`src/rtl/vls_pkg.sv`:
```
package vls_pkg;

    typedef enum logic [1:0] {
        AM_UNIT   = 2'd0,
        AM_STRIDE = 2'd1,
        AM_INDEX  = 2'd2,
        AM_RSVD   = 2'd3
    } amode_e;

    typedef enum logic {
        ST_IDLE = 1'b0,
        ST_RUN  = 1'b1
    } state_e;

    // memory-side element narrower than the access: undefined, flagged
    function automatic logic size_illegal(input logic [1:0] op_sz,
                                          input logic [1:0] elw_sz);
        return elw_sz < op_sz;
    endfunction

    // fail-first never indexes; reserved code falls back to unit stride
    function automatic amode_e resolve_mode(input logic [1:0] m,
                                            input logic       ff);
        amode_e r;
        case (m)
            2'd1:    r = AM_STRIDE;
            2'd2:    r = ff ? AM_STRIDE : AM_INDEX;
            default: r = AM_UNIT;
        endcase
        return r;
    endfunction

endpackage

```
`src/rtl/vls_addr_gen.sv`:
```
module vls_addr_gen
    import vls_pkg::*;
#(
    parameter int AW    = 32,
    parameter int MAXVL = 16,
    parameter int EW    = 4
) (
    input  logic                  clk,
    input  logic                  rst,
    input  logic                  load,
    input  logic                  advance,
    input  logic [AW-1:0]         base,
    input  logic [AW-1:0]         stride,
    input  logic [MAXVL*AW-1:0]   idx_vec,
    input  logic [1:0]            op_size,
    input  amode_e                mode,
    input  logic [EW-1:0]         elem,
    output logic [AW-1:0]         addr
);
    logic [AW-1:0]       cur_q;
    logic [AW-1:0]       step_q;
    logic [AW-1:0]       ofs_q;
    amode_e              mode_q;
    logic [MAXVL*AW-1:0] idx_q;
    logic [AW-1:0]       idx_arr [MAXVL];

    generate
        for (genvar g = 0; g < MAXVL; g++) begin : g_idx
            assign idx_arr[g] = idx_q[g*AW +: AW];
        end
    endgenerate

    always_ff @(posedge clk) begin
        if (rst) begin
            cur_q  <= '0;
            step_q <= '0;
            ofs_q  <= '0;
            mode_q <= AM_UNIT;
            idx_q  <= '0;
        end else if (load) begin
            cur_q  <= base;
            step_q <= (mode == AM_STRIDE) ? stride : (AW'(1) << op_size);
            ofs_q  <= stride;
            mode_q <= mode;
            idx_q  <= idx_vec;
        end else if (advance) begin
            cur_q  <= cur_q + step_q;
        end
    end

    assign addr = (mode_q == AM_INDEX) ? idx_arr[elem] + ofs_q : cur_q;

endmodule

```
`src/rtl/vls_ctrl.sv`:
```
module vls_ctrl
    import vls_pkg::*;
#(
    parameter int EW  = 4,
    parameter int VLW = 5
) (
    input  logic           clk,
    input  logic           rst,
    input  logic           start,
    input  logic [VLW-1:0] vl_in,
    input  logic           ffirst,
    input  logic           cfg_ff_one,
    input  logic           illegal_cfg,
    input  logic           req_ready,
    input  logic           rsp_fault,
    output logic           busy,
    output logic [EW-1:0]  elem,
    output logic           load,
    output logic           advance,
    output logic           ff_active,
    output logic           done,
    output logic [VLW-1:0] vl_out,
    output logic           exc_raise,
    output logic           illegal
);
    state_e         state_q;
    logic [EW-1:0]  elem_q;
    logic [VLW-1:0] vl_q;
    logic           ff_q;
    logic [VLW-1:0] vl_eff;
    logic           last;
    logic           hs;

    assign busy      = (state_q == ST_RUN);
    assign elem      = elem_q;
    assign ff_active = ff_q;
    assign load      = (state_q == ST_IDLE) && start;
    assign vl_eff    = (ffirst && cfg_ff_one && vl_in != '0) ? VLW'(1) : vl_in;
    assign last      = (VLW'(elem_q) + VLW'(1)) == vl_q;
    assign hs        = busy && req_ready;
    assign advance   = hs && !rsp_fault && !last;

    always_ff @(posedge clk) begin
        if (rst) begin
            state_q   <= ST_IDLE;
            elem_q    <= '0;
            vl_q      <= '0;
            ff_q      <= 1'b0;
            done      <= 1'b0;
            vl_out    <= '0;
            exc_raise <= 1'b0;
            illegal   <= 1'b0;
        end else begin
            done <= 1'b0;
            case (state_q)
                ST_IDLE: begin
                    if (start) begin
                        ff_q   <= ffirst;
                        vl_q   <= vl_eff;
                        elem_q <= '0;
                        if (illegal_cfg) begin
                            done      <= 1'b1;
                            illegal   <= 1'b1;
                            exc_raise <= 1'b0;
                            vl_out    <= vl_in;
                        end else if (vl_in == '0) begin
                            done      <= 1'b1;
                            illegal   <= 1'b0;
                            exc_raise <= 1'b0;
                            vl_out    <= '0;
                        end else begin
                            state_q <= ST_RUN;
                        end
                    end
                end
                ST_RUN: begin
                    if (hs) begin
                        if (rsp_fault) begin
                            state_q <= ST_IDLE;
                            done    <= 1'b1;
                            illegal <= 1'b0;
                            if (ff_q && elem_q != '0) begin
                                exc_raise <= 1'b0;
                                vl_out    <= VLW'(elem_q);
                            end else begin
                                exc_raise <= 1'b1;
                                vl_out    <= vl_q;
                            end
                        end else if (last) begin
                            state_q   <= ST_IDLE;
                            done      <= 1'b1;
                            illegal   <= 1'b0;
                            exc_raise <= 1'b0;
                            vl_out    <= vl_q;
                        end else begin
                            elem_q <= elem_q + 1'b1;
                        end
                    end
                end
                default: state_q <= ST_IDLE;
            endcase
        end
    end

endmodule

```
`src/rtl/vls_seq.sv`:
```
module vls_seq
    import vls_pkg::*;
#(
    parameter int AW    = 32,
    parameter int MAXVL = 16,
    localparam int EW   = $clog2(MAXVL),
    localparam int VLW  = $clog2(MAXVL + 1)
) (
    input  logic                clk,
    input  logic                rst,
    input  logic                start,
    input  logic [AW-1:0]       base_addr,
    input  logic [AW-1:0]       stride_val,
    input  logic [MAXVL*AW-1:0] idx_vec,
    input  logic [VLW-1:0]      vl_in,
    input  logic [1:0]          mode_sel,
    input  logic                ffirst,
    input  logic                cfg_ff_one,
    input  logic [1:0]          op_size,
    input  logic [1:0]          elw_size,
    output logic                req_valid,
    input  logic                req_ready,
    output logic [AW-1:0]       req_addr,
    output logic [EW-1:0]       req_elem,
    input  logic                rsp_fault,
    output logic                done,
    output logic [VLW-1:0]      vl_out,
    output logic                exc_raise,
    output logic                illegal
);
    amode_e mode_eff;
    logic   illegal_cfg;
    logic   load;
    logic   advance;
    logic   ff_active;

    assign mode_eff    = resolve_mode(mode_sel, ffirst);
    assign illegal_cfg = size_illegal(op_size, elw_size);

    vls_ctrl #(.EW(EW), .VLW(VLW)) u_ctrl (
        .clk         (clk),
        .rst         (rst),
        .start       (start),
        .vl_in       (vl_in),
        .ffirst      (ffirst),
        .cfg_ff_one  (cfg_ff_one),
        .illegal_cfg (illegal_cfg),
        .req_ready   (req_ready),
        .rsp_fault   (rsp_fault),
        .busy        (req_valid),
        .elem        (req_elem),
        .load        (load),
        .advance     (advance),
        .ff_active   (ff_active),
        .done        (done),
        .vl_out      (vl_out),
        .exc_raise   (exc_raise),
        .illegal     (illegal)
    );

    vls_addr_gen #(.AW(AW), .MAXVL(MAXVL), .EW(EW)) u_addr (
        .clk     (clk),
        .rst     (rst),
        .load    (load),
        .advance (advance),
        .base    (base_addr),
        .stride  (stride_val),
        .idx_vec (idx_vec),
        .op_size (op_size),
        .mode    (mode_eff),
        .elem    (req_elem),
        .addr    (req_addr)
    );

endmodule

```
`config.mk`:
```
export PLATFORM = sky130hd
export DESIGN_NAME = vls_seq
export DESIGN_NICKNAME = d
export VERILOG_FILES = /design/src/rtl/vls_pkg.sv /design/src/rtl/vls_addr_gen.sv /design/src/rtl/vls_ctrl.sv /design/src/rtl/vls_seq.sv
export SDC_FILE = /design/constraint.sdc
export NUM_CORES = 2
export LEC_CHECK = 0
export ABC_AREA = 1
export BUFFER_PORTS_ARGS = -buffer_cell sky130_fd_sc_hd__buf_4
export CAP_MARGIN = 20
export CORE_AREA = 2 2 246 248
export DETAILED_ROUTE_END_ITERATION = 6
export DIE_AREA = 0 0 248 250
export GPL_TIMING_DRIVEN = 0
export PLACE_DENSITY_LB_ADDON = 0.05
export SKIP_CTS_REPAIR_TIMING = 1
export SYNTH_ARGS = -nofsm -noshare
export SYNTH_HDL_FRONTEND = slang
export SYNTH_SLANG_ARGS = --single-unit
```
`constraint.sdc`:
```
create_clock -name clk -period 4.2 [get_ports clk]
set_clock_uncertainty 0.05 [all_clocks]
set_input_delay 0.63 -clock clk [delete_from_list [all_inputs] [get_ports clk]]
set_output_delay 0.63 -clock clk [all_outputs]
set_load 0.005 [all_outputs]
```
==> impl_metrics.toml <==
[outcome]
status = "finished, violations left"
violations = "DRC, setup timing"

[clocking]
clk_latency_ps = 630
htreeDepth = 3
cts_buffer_depth = 3
cts_tree = "done"
root_buffer = "clkbuf_16"
cts.clk_slew.worst_paths_ps = 60
numCtsBuffers = 67
clock_sinks = 629

[floorplanning]
core_area_um2 = 59570
dieArea_um2 = 62000
die_x_um = 248
start_util_pct = 52.02
die_h_um = 250
rows = 90
ios = 639

[synth]
yosysWarnings = 0
synth_edf_count = 0
synth_top_flop_cell = "dfxtp_1"
ys_seq_elements = 629
yosysUniqueCellTypes = 43
synthesis.nets = 5351
avgSynthCellArea_um2 = 6.611
postSynthCellCount = 4688
syn_area_um2 = 30990
ys_seq_area_share_pct = 40.63
synth-async-reset-ratio_pct = 0

[power_and_ir_drop]
p_leak_nw = 18.38
p_total_mw = 18.10
p_per_area_nw_per_um2 = 439.9
ir_drop_mv = 0.3582

[sta]
period_share_pct = 122.4
tightest_slew_ps = 1293
finalSetupViolations = 31
slew_violations = 0
slew_headroom_pct = 13.78
grt_setup_unrepaired = "yes"
final_hold_viol_count = 0
fmax_ghz = 0.1944
period_needed_ps = 5143
finalHoldWorstSlack_ps = 187.6
setup_slack_ps = -942.8

[drt]
viasPerCell = 5.884
wirelength_um = 144400
post_drt_wl_per_cell_um = 23.10
detail-route-antenna-nets = 0
firstDrtPassIters = 7
drtIter0Drc = 4230
via_count = 36780
drc = 2

[cells_and_area]
fin_cells = 6250
fin_util_pct = 69.07
nNetsFinal = 6079
fin_area_um2 = 41140
area_growth_pct = 32.75
drive_gt1_share_pct = 21.45

[global_route]
antenna_found_initial = 5
grt_pass1_wl_um = 204200
track_usage_pct = 44.32
grt_overflow = 0
grt_pass1_vias = 33920
grt_max_degree = 15

[worst_setup_path]
critPathArrivalTime_ps = 4460
required_ps = 3520
cp-start-kind = "register"
crit_fanout = 10
path_class = "register to output port"
end_kind = "output port"

[placement]
placedCellCount = 6107
place_congestion = 1.050
io_buffers = 637
place_area_um2 = 36750
post-dp-hpwl_um = 112800

[min_path]
min-delay-path-class = "primary input to register"

[flow_run]
maxCapViolations = 0
## final cells by class
cell class | count | area [um2]
buffer | 323 | 1763
timing repair buffer | 659 | 4992
inverter | 179 | 685.7
sequential | 629 | 12600
multi-input combinational | 3557 | 17790
fill | 5465 | 18430
antenna | 3 | 7.507
clock inverter | 27 | 404.1
tap | 782 | 978.4
clock buffer | 91 | 1918
## kinds of logic (layout without fill, tap and decap cells)
| logic type | after synthesis | in the layout | share of synthesized area (%) |
|---|---|---|---|
| AND/OR/NAND/NOR | 2255 | 2255 | 28.39 |
| AO/OA/AOI/OAI | 1207 | 1207 | 20.80 |
| flip-flops | 629 | 629 | 40.63 |
| buffers and inverters | 502 | 1279 | 6.609 |
| adder cells (fa/ha/maj) | 69 | 69 | 2.834 |
| XOR/XNOR | 26 | 26 | 0.7348 |
| other | 0 | 3 | 0 |
## registers in the layout, summed over array words and instances, names as in the netlist
register and cells:
u_ctrl.vl_q 5, u_addr.mode_q 2, u_ctrl.exc_raise 1, u_ctrl.illegal 1, u_ctrl.elem 4, u_ctrl.busy 1
u_addr.idx_q 512, u_addr.ofs_q 32, u_ctrl.done 1, u_ctrl.vl_out 5, u_addr.cur_q 32, u_addr.step_q 32
u_ctrl.ff_active 1
## cells in the final DEF (no fill, tap or decap), drive strengths merged, types with 3 or more instances in the layout
master and instances:
clkbuf 307, o221ai 46, or2 7, clkinvlp 8
a31oi 3, diode 3, a211oi 4, nand4 6
nand3 168, nor3 10, o31ai 5, o21ai 848
dfxtp 629, buf 766, inv 177, o211ai 23
nand2 618, o21a 5, a21o 3, xnor2 13
ha 67, nor2 1431, o21bai 5, and2 3
a21oi 183, xor2 13, clkinv 14, o22ai 78
nand3b 10, bufinv 7
## worst max-delay path, cell delays in order (launching register included)
cell and delay, ps:
dfxtp_4 360, buf_12 140, clkinvlp_4 180, buf_8 200, buf_4 190, o21ai_1 150
o22ai_1 80, o211ai_1 590, nand3_2 270, ha_4 410, nand2_2 150, nor2_4 180
inv_1 90, nor2_1 140, nand2_1 80, nand2_1 70, or2_2 100, nand3_1 100
nand2_1 200, buf_4 130
## synthesized netlist by cell type (10+ instances only)
cell | instances | area (um2)
a21oi_1 | 182 | 910.9
buf_2 | 74 | 370.4
clkbuf_1 | 231 | 867.1
dfxtp_1 | 629 | 12590
ha_1 | 67 | 838.3
inv_1 | 174 | 653.1
nand2_1 | 617 | 2316
nand3_1 | 167 | 835.8
nor2_1 | 1430 | 5368
nor3_1 | 10 | 50.05
o211ai_1 | 23 | 172.7
o21ai_0 | 844 | 4224
o221ai_1 | 46 | 402.9
o22ai_1 | 78 | 488.0
xnor2_1 | 13 | 113.9
xor2_1 | 13 | 113.9
## layer usage
layer	wire [um]	share of wire, %	track usage, %
met2	64040	44	69.02
met4	10380	7.2	27.25
met3	17040	12	9.657
met1	52880	37	55.68
met5	46	0.032	0
## per-stage QoR
step	TNS (ps)	worst slack (ps)
after floorplan	0	328.8
after global placement	-34050	-1587
after detailed placement	-33210	-1540
after CTS	-54310	-2212
after global routing	-22770	-967.0
final	-21180	-942.8
## power breakdown
part / switching [mW] / leakage (nW) / total, mW / internal (mW)
Clock: 2.64 / 1.12 / 6.31 / 3.67
Sequential: 0.355 / 5.21 / 6.86 / 6.50
Combinational: 3.13 / 12.0 / 4.94 / 1.81
## path summary, 6_finish.rpt
check | start | end | slack [ps] | depth (start not counted)
setup reg to reg | u_ctrl.elem[1] | u_addr.cur_q[29] | 1060 | 14
hold reg to reg | u_addr.step_q[11] | u_addr.step_q[11] | 420 | 2
hold / removal | idx_vec[373] | u_addr.idx_q[373] | 190 | 3
setup / recovery | u_ctrl.elem[0] | req_addr[19] | -940 | 19
Power figures use the tool's default switching activity.
